File: src/rtl/coreseq_pkg.sv
package coreseq_pkg;
  localparam int CMD_W   = 2;
  localparam int STATE_W = 3;
  localparam int PHASE_W = 3;
  localparam int OPC_W   = 2;

  typedef enum logic [CMD_W-1:0] {
    CMD_RESET = 2'b00,
    CMD_STOP  = 2'b01,
    CMD_STEP  = 2'b10,
    CMD_START = 2'b11
  } cmd_e;

  typedef enum logic [STATE_W-1:0] {
    EX_HELD = 3'd0,
    EX_LOAD = 3'd1,
    EX_STOP = 3'd2,
    EX_STEP = 3'd3,
    EX_RUN  = 3'd4
  } exec_e;

  typedef enum logic [PHASE_W-1:0] {
    PH_IDLE = 3'd0,
    PH_INST = 3'd1,
    PH_MEMR = 3'd2,
    PH_PCFT = 3'd3,
    PH_PARK = 3'd4
  } phase_e;

  typedef enum logic [OPC_W-1:0] {
    OP_PLAIN  = 2'd0,
    OP_CONST  = 2'd1,
    OP_DIRECT = 2'd2,
    OP_BAD    = 2'd3
  } opc_e;

  // execution control -> phase sequencer
  typedef struct packed {
    logic go;
    logic keepRunning;
    logic abort;
    logic cmdNew;
  } execCtl_t;

  // phase sequencer -> execution control and datapath strobes
  typedef struct packed {
    logic done;
    logic parked;
    logic fetch;
    logic exec;
  } phaseRsp_t;
endpackage

File: src/rtl/exec_ctrl.sv
module exec_ctrl
  import coreseq_pkg::*;
(
  input  logic             clk,
  input  logic             rstN,
  input  logic             extReset,
  input  logic [CMD_W-1:0] cmdIn,
  input  logic             pcOverflow,
  input  phaseRsp_t        rsp,
  output cmd_e             cmdReg,
  output exec_e            state,
  output execCtl_t         ctl,
  output logic             loadStrobe,
  output logic             clearStrobe
);
  cmd_e  cmdPrev;
  exec_e stateNext;
  logic  abort;
  logic  cmdNew;

  always_ff @(posedge clk or negedge rstN) begin
    if (!rstN) begin
      cmdReg  <= CMD_START;
      cmdPrev <= CMD_START;
      state   <= EX_HELD;
    end else begin
      cmdReg  <= cmd_e'(cmdIn);
      cmdPrev <= cmdReg;
      state   <= stateNext;
    end
  end

  always_comb begin
    abort  = extReset || (cmdReg == CMD_RESET);
    cmdNew = (cmdReg != cmdPrev);
    stateNext = state;
    if (abort) begin
      stateNext = EX_HELD;
    end else begin
      unique case (state)
        EX_HELD: stateNext = EX_LOAD;
        EX_LOAD: if (pcOverflow) stateNext = EX_STOP;
        EX_STOP: begin
          if (cmdReg == CMD_START)                stateNext = EX_RUN;
          else if (cmdReg == CMD_STEP && cmdNew)  stateNext = EX_STEP;
        end
        EX_STEP: if (rsp.done || (rsp.parked && cmdNew)) stateNext = EX_STOP;
        EX_RUN: begin
          if ((rsp.done && cmdReg != CMD_START) || (rsp.parked && cmdNew))
            stateNext = EX_STOP;
        end
        default: stateNext = EX_HELD;
      endcase
    end
  end

  always_comb begin
    ctl.go          = (state == EX_RUN) || (state == EX_STEP);
    ctl.keepRunning = (state == EX_RUN) && (cmdReg == CMD_START);
    ctl.abort       = abort;
    ctl.cmdNew      = cmdNew;
    loadStrobe      = (state == EX_LOAD);
    clearStrobe     = (state == EX_HELD);
  end
endmodule

File: src/rtl/phase_seq.sv
module phase_seq
  import coreseq_pkg::*;
(
  input  logic             clk,
  input  logic             rstN,
  input  execCtl_t         ctl,
  input  logic [OPC_W-1:0] opClass,
  input  logic             dstIsPc,
  output phase_e           phase,
  output phaseRsp_t        rsp
);
  phase_e phaseNext;
  opc_e   op;
  logic   finish;

  always_ff @(posedge clk or negedge rstN) begin
    if (!rstN) phase <= PH_IDLE;
    else       phase <= phaseNext;
  end

  always_comb begin
    op        = opc_e'(opClass);
    finish    = 1'b0;
    phaseNext = phase;
    unique case (phase)
      PH_IDLE: if (ctl.go) phaseNext = PH_INST;
      PH_INST: begin
        unique case (op)
          OP_BAD:    phaseNext = PH_PARK;
          OP_CONST:  phaseNext = PH_MEMR;
          OP_PLAIN:  if (dstIsPc) phaseNext = PH_PCFT; else finish = 1'b1;
          default:   finish = 1'b1;
        endcase
      end
      PH_MEMR: if (dstIsPc) phaseNext = PH_PCFT; else finish = 1'b1;
      PH_PCFT: finish = 1'b1;
      PH_PARK: if (ctl.cmdNew) phaseNext = PH_IDLE;
      default: phaseNext = PH_IDLE;
    endcase
    if (finish) phaseNext = ctl.keepRunning ? PH_INST : PH_IDLE;
    if (ctl.abort) phaseNext = PH_IDLE;
  end

  always_comb begin
    rsp.done   = finish;
    rsp.parked = (phase == PH_PARK);
    rsp.fetch  = (phase == PH_MEMR) || (phase == PH_PCFT);
    rsp.exec   = (phase == PH_INST) && (op != OP_BAD);
  end
endmodule

File: src/rtl/core_seq.sv
module core_seq
  import coreseq_pkg::*;
(
  input  logic       clk,
  input  logic       rstN,
  input  logic       extReset,
  input  logic [1:0] cmdIn,
  input  logic [1:0] opClass,
  input  logic       dstIsPc,
  input  logic       pcOverflow,
  output logic [1:0] cmdLatched,
  output logic [2:0] execState,
  output logic [2:0] phase,
  output logic       loadStrobe,
  output logic       clearStrobe,
  output logic       fetchStrobe,
  output logic       execStrobe,
  output logic       instRetire
);
  cmd_e      cmdReg;
  exec_e     exState;
  phase_e    phState;
  execCtl_t  ctl;
  phaseRsp_t rsp;

  exec_ctrl u_exec (
    .clk(clk), .rstN(rstN), .extReset(extReset), .cmdIn(cmdIn),
    .pcOverflow(pcOverflow), .rsp(rsp), .cmdReg(cmdReg), .state(exState),
    .ctl(ctl), .loadStrobe(loadStrobe), .clearStrobe(clearStrobe)
  );

  phase_seq u_phase (
    .clk(clk), .rstN(rstN), .ctl(ctl), .opClass(opClass),
    .dstIsPc(dstIsPc), .phase(phState), .rsp(rsp)
  );

  assign cmdLatched  = cmdReg;
  assign execState   = exState;
  assign phase       = phState;
  assign fetchStrobe = rsp.fetch;
  assign execStrobe  = rsp.exec;
  assign instRetire  = rsp.done;
endmodule

File: config.mk
export PLATFORM = sky130hd
export DESIGN_NAME = core_seq
export DESIGN_NICKNAME = d
export VERILOG_FILES = /design/src/rtl/coreseq_pkg.sv /design/src/rtl/exec_ctrl.sv /design/src/rtl/phase_seq.sv /design/src/rtl/core_seq.sv
export SDC_FILE = /design/constraint.sdc
export NUM_CORES = 1
export LEC_CHECK = 0
export BUFFER_PORTS_ARGS = -buffer_cell sky130_fd_sc_hd__buf_2
export CAP_MARGIN = 30
export CORE_MARGIN = 3
export CORE_UTILIZATION = 40
export CTS_CLUSTER_SIZE = 24
export DETAILED_ROUTE_END_ITERATION = 7
export PLACE_DENSITY = 0.7
export SYNTH_ARGS = -nofsm -noshare
export SYNTH_HDL_FRONTEND = slang
export SYNTH_SLANG_ARGS = --single-unit
export TNS_END_PERCENT = 10
File: constraint.sdc
create_clock -name clk -period 2.33 [get_ports clk]
set_input_delay 0.3495 -clock clk [delete_from_list [all_inputs] [get_ports clk]]
set_output_delay 0.3495 -clock clk [all_outputs]
set_load 0.05 [all_outputs]
==> summary.md, run 1 <==
| Metric | Value |
|---|---|
| RSZ-0062 raised after global routing | `false` |
| Initial Util | `43.6%` |
| Hold-fix buffers at CTS | `1` |
| HP Class | `in2reg` |
| Final period utilization | `79.9%` |
| CTS tree | `done` |
| Crit path launch type | `flip-flop` |
| Yosys top cell by area | `dfrtp_1` |
| Psw | `240 uW` |
| Root buf cell | `clkbuf_4` |
| Number of synthesized flops with an enable pin | `0` |
| Yosys cell types | `35` |
| Synthesized area per cell | `9.18 um2` |
| Peak supply drop | `0.369 mV` |
| I/O pins | `22` |
| Leading post-synthesis cells by cell area | `dfrtp_1 22%, dfstp_2 15%, nor2_1 5.0%` |
| Drt initial violations | `26` |
| Worst-path cell chain | `nand2b_2 -> a21oi_2 -> and2_1 -> buf_2` |
| Max Cap Viol | `0` |
| Sequential cell area | `255 um2` |
| Flop pwr share | `36.9%` |
| Power per cell area | `721 nW/um2` |
| CP max stage delay | `0.52 ns` |
| Combinational share of power | `37.8%` |
| Cells after Synth | `74` |
| Largest net degree at the start of global routing | `11` |
| Vias | `644` |
| #FFs+latches synth | `10` |
| Arrival @ worst endpoint | `1.51 ns` |
| Layout fillers | `154` |
| Number of global-route vias before repair | `557` |
| Fmax | `537 MHz` |
| Worst-path clk slew | `0.06 ns` |
| Async SR Flop Fraction | `100%` |
| Via-to-Cell Ratio | `5.75` |
| Inserted Diodes | `0` |
| Post-CTS Resized | `0` |
| Internal power | `353 uW` |
| Worst setup EP type | `output port` |
| Worst Path Max Fanout | `10` |
| Crit path required time | `1.98 ns` |
| H-tree depth | `1` |
| Die width | `47.2 um` |
| Antenna violations before repair | `0` |
| GR Overflow Total | `0` |
| Post-Syn Area | `679 um2` |
| Main synth FF type | `dfrtp_1` |
| DRC viols | `0` |
| Core area | `1560 um2` |
| Slowest stage cell, crit path | `dfrtp_1` |
| Layout area overhead | `21.2%` |
| Clock Latency Late Sink | `0.26 ns` |
| CTS max path bufs | `2` |
| Tightest Pin Transition | `0.404 ns` |
| Final ANT Viol Nets | `0` |
| Slew headroom | `73.0%` |
| DR WL/cell | `12.9 um` |
| Clock power share | `25.4%` |
| Full die area | `2230 um2` |
| Sequential fraction of the synthesis area | `37.6%` |
| Syn nets | `83` |
| P_leak | `0.000388 uW` |
| Final Hold Vio Count | `0` |
| GR Util All Layers | `14.9%` |
| Layout cell share with drive strength beyond 1 | `39.6%` |
| Clock sinks | `10` |
| Synth Warn # | `0` |
| Count of final setup violators | `0` |
| First drt pass iteration count | `4` |
| Setup TNS | `0 ns` |
| Nets | `106` |
| DP Wirelength | `1130 um` |
| Share of the core filled with cells | `52.8%` |
| Reg2reg setup slack | `0.68 ns` |
| Crit Path Class | `reg2out` |
| Worst hold slack | `0.182 ns` |
| Max-slew violation count | `0` |
| Gpl congestion | `0.918` |
| TritonCTS buffer count | `3` |
| Post-CTS Setup Inserts | `0` |
| Clock period minus worst slack | `1.86 ns` |
| DIE HEIGHT | `47.2 um` |
| Final Skew | `0.00158 ns` |
| Area of the multi-input gates | `385 um2` |
| First-pass GRT wire length | `2330 um` |
| IO buf count | `21` |
| Status | `completed` |
| Site Rows | `14` |
| Sw frac | `40.5%` |
| Drt total wl | `1450 um` |
| Yosys top cell area share | `22.1%` |
==> critical path: cells and delay by family (launching register included) <==
kind / cells / cell delay [ns]
AO/OA/AOI/OAI: 1 / 0.17
buffers and inverters: 1 / 0.27
flip-flops: 1 / 0.52
AND/OR/NAND/NOR: 2 / 0.28
==> state kept, by name, summed over array words and instances (netlist names) <==
register / cells
u_phase.phase: 3
u_exec.cmdPrev: 2
u_exec.cmdReg: 2
u_exec.state: 3
==> placed cells by master (no fill, tap or decap), drive strengths merged, types with 2 or more instances in the layout <==
cell type and instances:
a21oi 6, a31oi 2, buf 21, clkbuf 4
dfrtp 6, dfstp 4, inv 3, nand2 6
nor2 9, nor2b 4, nor3 4, nor3b 2
nor4 2, o21a 2, o21ai 2, o21bai 2
o311ai 2, or3b 2, xor2 2
==> cells in the mapped netlist (2+ instances only) <==
| master | number |
|---|---|
| nor3_1 | 4 |
| inv_1 | 3 |
| nor4_1 | 2 |
| nand2_1 | 6 |
| nor2b_1 | 4 |
| xor2_1 | 2 |
| buf_6 | 2 |
| o21ai_0 | 2 |
| a31oi_1 | 2 |
| a21oi_2 | 3 |
| a21oi_1 | 3 |
| o21bai_1 | 2 |
| dfstp_2 | 4 |
| nor2_1 | 9 |
| dfrtp_1 | 6 |
==> cells by family (layout without fill, tap and decap cells) <==
group,Yosys count,in the layout,share of synthesized area [%]
simple gates,32,32,26.2
compound gates,23,23,27.1
flops,10,10,37.6
buf+inv,7,29,6.63
xor+xnor,2,2,2.58
==> power by group through the flow <==
stage | clock network, uW | logic [uW] | registers [uW]
final | 150 | 224 | 219
after global routing | 167 | 240 | 222
after CTS | 157 | 226 | 218
after detailed placement | 0 | 224 | 221
after global placement | 0 | 221 | 220
after floorplan | 0 | 140 | 255
==> per-stage QoR <==
step	total power, uW	setup slack, ns	instance area [um2]	cells
after floorplan	395	-0.338	686	74
after global placement	441	0.754	777	107
after detailed placement	445	0.706	777	107
after CTS	600	0.443	823	112
after global routing	629	0.362	823	112
final	594	0.468	823	112
==> layout make-up <==
type	instances	area share, %
Timing Repair Buffer	22	14.0
Sequential cell	10	31.0
Tap cell	16	2.43
Multi-Input combinational cell	57	46.8
Clock buffer	4	4.41
Inverter	3	1.37
==> per-layer routing <==
layer  vias up  track usage [%]  part of all wire (%)
li1        313                -                     -
met3         2             3.45                   6.4
met5         -                0                     0
met1       299             20.7                    46
met4         0             8.84                   1.5
met2        30             20.9                    46
==> worst paths after layout <==
kind	cells after the start	endpoint	startpoint
max reg2reg	5	u_phase.phase[0]	u_exec.state[1]
max	4	instRetire	u_phase.phase[1]
min in group asynchronous	2	u_exec.state[0]	rstN
min reg2reg	0	u_exec.cmdPrev[0]	u_exec.cmdReg[0]
max in group asynchronous	2	u_exec.cmdReg[1]	rstN
min	1	u_exec.cmdReg[1]	cmdIn[1]
No activity file was read; power rests on OpenSTA's default activity.
==> run 2, diff against run 1 <==
- clock period: 2.33 -> 1.8 ns (I/O delays scaled with it)
==> run 2 against run 1 <==
Compared with the run above: non-clock buffer count increased by 3; power increased by 34%; largest power group unchanged; sequential share of layout area decreased by 1.7 points; largest cell class unchanged; first-iteration DRC count decreased by 88%; sequential power increased by 29%; critical path type unchanged; sequential cell count unchanged.
==> summary.md, run 2 (same netlist as run 1, synthesis figures left out) <==
| Metric | Value |
|---|---|
| Final ANT Viol Nets | `0 (unchanged)` |
| I/O pins | `22 (unchanged)` |
| Clock period minus worst slack | `1.67 ns` |
| Most common cell after layout, fill and taps aside | `buf_2` |
| Crit path launch type | `flip-flop` |
| CTS tree | `done` |
| Die width | `47.2 um (unchanged)` |
| Max-slew violation count | `0 (unchanged)` |
| P_leak | `0.000411 uW (+6.0%)` |
| Core area | `1560 um2 (unchanged)` |
| Share of the core filled with cells | `56.3% (+3.5 points)` |
| Full die area | `2230 um2 (unchanged)` |
| Layout cell share with drive strength beyond 1 | `46.5% (+6.9 points)` |
| H-tree depth | `1 (unchanged)` |
| Slew headroom | `73.7% (+0.72 points)` |
| Status | `completed` |
| Worst-path cell chain | `inv_1 -> a21oi_2 -> and2_1 -> clkbuf_4` |
| Clock Latency Late Sink | `0.26 ns (about the same)` |
| Layout Cells excl Fill | `115 (+2.7%)` |
| Via-to-Cell Ratio | `5.41 (-5.9%)` |
| Number of global-route vias before repair | `574 (+3.1%)` |
| Layout fillers | `151 (-1.9%)` |
| Commonest non-fill, non-tap cells in the layout | `20 x buf_2, 9 x nor2_1, 6 x nand2_1` |
| Worst setup EP type | `output port` |
| Slowest stage cell, crit path | `dfrtp_1` |
| IO buf count | `21 (unchanged)` |
| Drt total wl | `1510 um (+4.6%)` |
| CTS max path bufs | `2 (unchanged)` |
| Gpl congestion | `0.834 (-9.2%)` |
| HP Class | `in2reg` |
| Final period utilization | `93.0%` |
| DR WL/cell | `13.1 um (+1.8%)` |
| Largest net degree at the start of global routing | `11 (unchanged)` |
| Count of final setup violators | `0 (unchanged)` |
| Largest regs | `u_exec.state x3, u_phase.phase x3` |
| Nets | `109 (+2.8%)` |
| Vias | `622 (-3.4%)` |
| Initial Util | `43.6% (unchanged)` |
| Area of the multi-input gates | `413 um2 (+7.1%)` |
| Inserted Diodes | `0 (unchanged)` |
| GR Overflow Total | `0 (unchanged)` |
| Final Skew | `0.000549 ns (-0.00103 ns)` |
| Tightest Pin Transition | `0.391 ns (-0.0135 ns)` |
| Worst Path Max Fanout | `6 (-4)` |
| Site Rows | `14 (unchanged)` |
| TritonCTS buffer count | `3 (unchanged)` |
| First-pass GRT wire length | `2480 um (+6.5%)` |
| Peak supply drop | `0.507 mV (+37%)` |
| CP max stage delay | `0.39 ns (-0.13 ns)` |
| Arrival @ worst endpoint | `1.40 ns (-0.11 ns)` |
| Largest delay contributor family on the critical path | `flip-flops` |
| Drt initial violations | `3 (-88%)` |
| Crit Path Class | `reg2out` |
| Post-CTS Setup Inserts | `0 (unchanged)` |
| Fmax | `597 MHz` |
| DRC viols | `0 (unchanged)` |
| Power per cell area | `908 nW/um2 (+26%)` |
| GR Util All Layers | `15.7% (+0.83 points)` |
| Worst hold slack | `0.102 ns (-0.0798 ns)` |
| Worst Path Buf+Inv | `2 (+1)` |
| Setup TNS | `0 ns (unchanged)` |
| DIE HEIGHT | `47.2 um (unchanged)` |
| Root buf cell | `clkbuf_4` |
| Antenna violations before repair | `0 (unchanged)` |
| Crit path required time | `1.53 ns (-0.45 ns)` |
| Worst-path clk slew | `0.06 ns (about the same)` |
| First drt pass iteration count | `4 (unchanged)` |
| Final Hold Vio Count | `0 (unchanged)` |
| Sequential cell area | `258 um2 (+0.98%)` |
| RSZ-0062 raised after global routing | `false` |
| Max Cap Viol | `0 (unchanged)` |
| Layout area overhead | `29.3%` |
| Clock sinks | `10 (unchanged)` |
| Placed insts | `110 (+2.8%)` |
run 2: cell types whose count changed in the layout (fill, tap and decap cells not counted), sizes merged:
cell	change
buf	+2
clkbuf	+1
run 2: layout make-up:
class,instances,share of cell area (%)
Inverter,3,1.28
Tap cell,16,2.28
Multi-Input combinational cell,57,47.0
Timing Repair Buffer,25,16.0
Clock buffer,4,4.13
Sequential cell,10,29.3
run 2: repair_timing:
action / in CTS / in global routing
resized for setup: 1 / 1
hold endpoints to repair: 6 / 0
setup endpoints to repair: 1 / 1
hold buffers: 1 / 0
run 2: path summary, 6_finish.rpt:
kind	from	to	slack (ns)	depth (start not counted)
max in group asynchronous	rstN	u_exec.cmdPrev[1]	1.15	2
setup / recovery	u_phase.phase[0]	instRetire	0.13	4
hold reg to reg	u_exec.cmdReg[0]	u_exec.cmdPrev[0]	0.44	0
setup reg to reg	u_exec.state[2]	u_exec.state[0]	0.22	5
min in group asynchronous	rstN	u_exec.state[2]	0.40	2
hold / removal	cmdIn[1]	u_exec.cmdReg[1]	0.10	1
run 2: power breakdown:
| group | internal (uW) | switching [uW] | leakage (uW) |
|---|---|---|---|
| combinational | 106 | 211 | 0.000270 |
| clock | 123 | 74.9 | 0.0000210 |
| sequential | 248 | 34.8 | 0.000120 |
run 2: stage by stage:
| stage | instance area [um2] | total power [uW] | worst slack (ns) |
|---|---|---|---|
| finish | 878 | 797 | 0.126 |
| global route | 878 | 842 | 0.00675 |
| CTS | 876 | 806 | 0.0827 |
| detailed placement | 828 | 602 | 0.242 |
| global placement | 828 | 600 | 0.255 |
| floorplan | 714 | 528 | -0.0517 |
run 2: layer usage:
layer / track usage, % / wire, um / up-vias / part of all wire, %
li1: - / - / 320 / -
met3: 1.15 / 88 / 2 / 5.8
met5: 0 / 0 / - / 0
met4: 8.29 / 21 / 0 / 1.4
met1: 23.4 / 748 / 277 / 50
met2: 22.5 / 652 / 23 / 43
==> run 3, diff against run 2 <==
- PLACE_DENSITY: 0.7 -> not set
- PLACE_DENSITY_LB_ADDON: not set -> 0.15
==> run 3 against run 2 <==
Compared with the run above: final cell count grew 1.7%; setup slack worse by 0.015 ns; sequential cell count unchanged; global-route usage rose by 1.3 points; cell area increased by 1.6%; register-to-register slack improved by 0.02 ns; largest power group unchanged; die area stayed put; power grew 2.6%; critical path depth stayed put.
==> summary.md, run 3 (same netlist as run 1, synthesis figures left out) <==
| Metric | Value |
|---|---|
| Drt initial violations | `13 (+10)` |
| Initial Util | `43.6% (unchanged)` |
| Largest regs | `u_exec.state x3, u_phase.phase x3` |
| Root buf cell | `clkbuf_4` |
| Worst setup EP type | `output port` |
| Setup TNS | `0 ns (unchanged)` |
| HP Class | `in2reg` |
| Peak supply drop | `0.470 mV (-7.2%)` |
| Dpl ws | `0.246 ns (+0.00420 ns)` |
| Share of the core filled with cells | `57.2% (+0.88 points)` |
| Internal power | `482 uW (+1.1%)` |
| Slowest stage cell, crit path | `dfrtp_1` |
| Crit path launch type | `flip-flop` |
| GR Util All Layers | `17.0% (+1.3 points)` |
| Layout fillers | `144 (-4.6%)` |
| Most common cell after layout, fill and taps aside | `buf_2` |
| DP Area | `828 um2 (unchanged)` |
| TritonCTS buffer count | `3 (unchanged)` |
| Max Cap Viol | `0 (unchanged)` |
| H-tree depth | `1 (unchanged)` |
| Psw | `336 uW (+4.7%)` |
| Final period utilization | `93.8% (+0.82 points)` |
| Worst-path clk slew | `0.08 ns (+0.02 ns)` |
| Commonest non-fill, non-tap cells in the layout | `20 x buf_2, 9 x nor2_1, 6 x nand2_1, 6 x buf_4, 5 x dfrtp_1` |
| CTS tree | `done` |
| Crit Path Class | `reg2out` |
| Crit path required time | `1.53 ns (about the same)` |
| Sw frac | `41.1% (+0.85 points)` |
| Flop pwr share | `34.4% (-1.1 points)` |
| Fmax | `592 MHz (-0.88%)` |
| Worst-path cell chain | `inv_1 -> a21oi_2 -> and2_1 -> buf_4` |
| Drt total wl | `1640 um (+8.5%)` |
| Arrival @ worst endpoint | `1.42 ns (+0.02 ns)` |
| Largest net degree at the start of global routing | `11 (unchanged)` |
| Die width | `47.2 um (unchanged)` |
| DR WL/cell | `14.0 um (+6.7%)` |
| Fin area | `892 um2 (+1.6%)` |
| Clock Latency Late Sink | `0.27 ns (about the same)` |
| Tightest Pin Transition | `0.378 ns (-0.0129 ns)` |
| Site Rows | `14 (unchanged)` |
| Vias | `633 (+1.8%)` |
| Combinational share of power | `40.2% (+0.5 points)` |
| First-pass GRT wire length | `2570 um (+3.9%)` |
| Slew headroom | `74.8% (+1.1 points)` |
| Inserted Diodes | `0 (unchanged)` |
| Clock power share | `25.3% (+0.5 points)` |
| Final ANT Viol Nets | `0 (unchanged)` |
| P_leak | `0.000424 uW (+3.2%)` |
| Core area | `1560 um2 (unchanged)` |
| Final setup margin | `0.112 ns (-0.0148 ns)` |
| Clock period minus worst slack | `1.69 ns (+0.0148 ns)` |
| Nets | `111 (+1.8%)` |
| Worst Path Max Fanout | `6 (unchanged)` |
| Hold Path Stages | `1 (unchanged)` |
| Clock sinks | `10 (unchanged)` |
| DRC viols | `0 (unchanged)` |
| Worst hold slack | `0.102 ns (-0.000594 ns)` |
| Layout cell share with drive strength beyond 1 | `46.5% (+0.070 points)` |
| Gpl congestion | `0.824 (-1.2%)` |
| I/O pins | `22 (unchanged)` |
| Final Hold Vio Count | `0 (unchanged)` |
| Status | `completed` |
| Antenna violations before repair | `0 (unchanged)` |
| CP max stage delay | `0.38 ns (about the same)` |
| IO buf count | `21 (unchanged)` |
| DIE HEIGHT | `47.2 um (unchanged)` |
| Via-to-Cell Ratio | `5.41 (about the same)` |
| CTS max path bufs | `2 (unchanged)` |
| R2R depth | `5 (unchanged)` |
| Full die area | `2230 um2 (unchanged)` |
| Max-slew violation count | `0 (unchanged)` |
| GR Overflow Total | `0 (unchanged)` |
| First drt pass iteration count | `4 (unchanged)` |
| Count of final setup violators | `0 (unchanged)` |
| Final Skew | `0.0107 ns (+0.0101 ns)` |
| Number of global-route vias before repair | `587 (+2.3%)` |
| Layout area overhead | `31.3%` |
| Power per cell area | `916 nW/um2 (+0.98%)` |
| DP Wirelength | `1250 um` |
==> run 3: changes by cell type in the layout (fill, tap and decap cells not counted) <==
cell / delta
clkbuf_4: -1
dfrtp_1: +1
buf_4: +3
dfrtp_2: -1
==> run 3: layout make-up <==
| cell class | count | area [um2] | share of cell area (%) |
|---|---|---|---|
| sequential | 10 | 256 | 28.8 |
| inverter | 3 | 11.3 | 1.26 |
| tap | 16 | 20.0 | 2.24 |
| clock buffer | 4 | 36.3 | 4.07 |
| multi-input combinational | 57 | 413 | 46.3 |
| timing repair buffer | 27 | 155 | 17.4 |
==> run 3: worst max-delay path: cells and delay by family (launching register included) <==
| kind | cells | cell delay, ns |
|---|---|---|
| AO/OA/AOI/OAI | 1 | 0.18 |
| AND/OR/NAND/NOR | 1 | 0.21 |
| buffers and inverters | 2 | 0.36 |
| flip-flops | 1 | 0.38 |
==> run 3: path summary, 6_finish.rpt <==
path                                  startpoint                end  slack [ns]
min in group asynchronous                   rstN    u_exec.state[2]        0.38
worst min-delay path                    cmdIn[1]   u_exec.cmdReg[1]        0.10
worst max-delay path            u_phase.phase[0]         instRetire        0.11
worst min register to register  u_exec.cmdReg[1]  u_exec.cmdPrev[1]        0.43
worst max register to register  u_exec.cmdReg[0]    u_exec.state[1]        0.24
max in group asynchronous                   rstN   u_exec.cmdReg[0]        1.14
==> run 3: power groups by stage <==
stage          registers (uW)  clock network [uW]  logic (uW)
5_1_grt                   285                 226         353
4_1_cts                   283                 213         321
6_report                  282                 207         329
3_5_place_dp              286                   0         318
2_1_floorplan             336                   0         192
3_3_place_gp              285                   0         319
==> run 3: metal layers <==
layer	track usage [%]	share of wire, %	routed length (um)	vias up
met5	0	0	0	-
met4	6.63	0.85	14	0
met3	3.45	4.6	76	2
met2	29.3	49	805	16
met1	20.6	45	744	292
li1	-	-	-	323
==> run 3: through the flow <==
step | power [uW] | cells
6_report | 818 | 117
5_1_grt | 864 | 117
4_1_cts | 817 | 115
3_5_place_dp | 605 | 110
3_3_place_gp | 603 | 110
2_1_floorplan | 528 | 74
==> run 3: repair_timing <==
item / CTS / global route
buffers inserted: 0 / 2
resized for setup: 0 / 2
hold endpoints to repair: 6 / 0
endpoints found under the setup margin: 0 / 1
hold buffers: 1 / 0
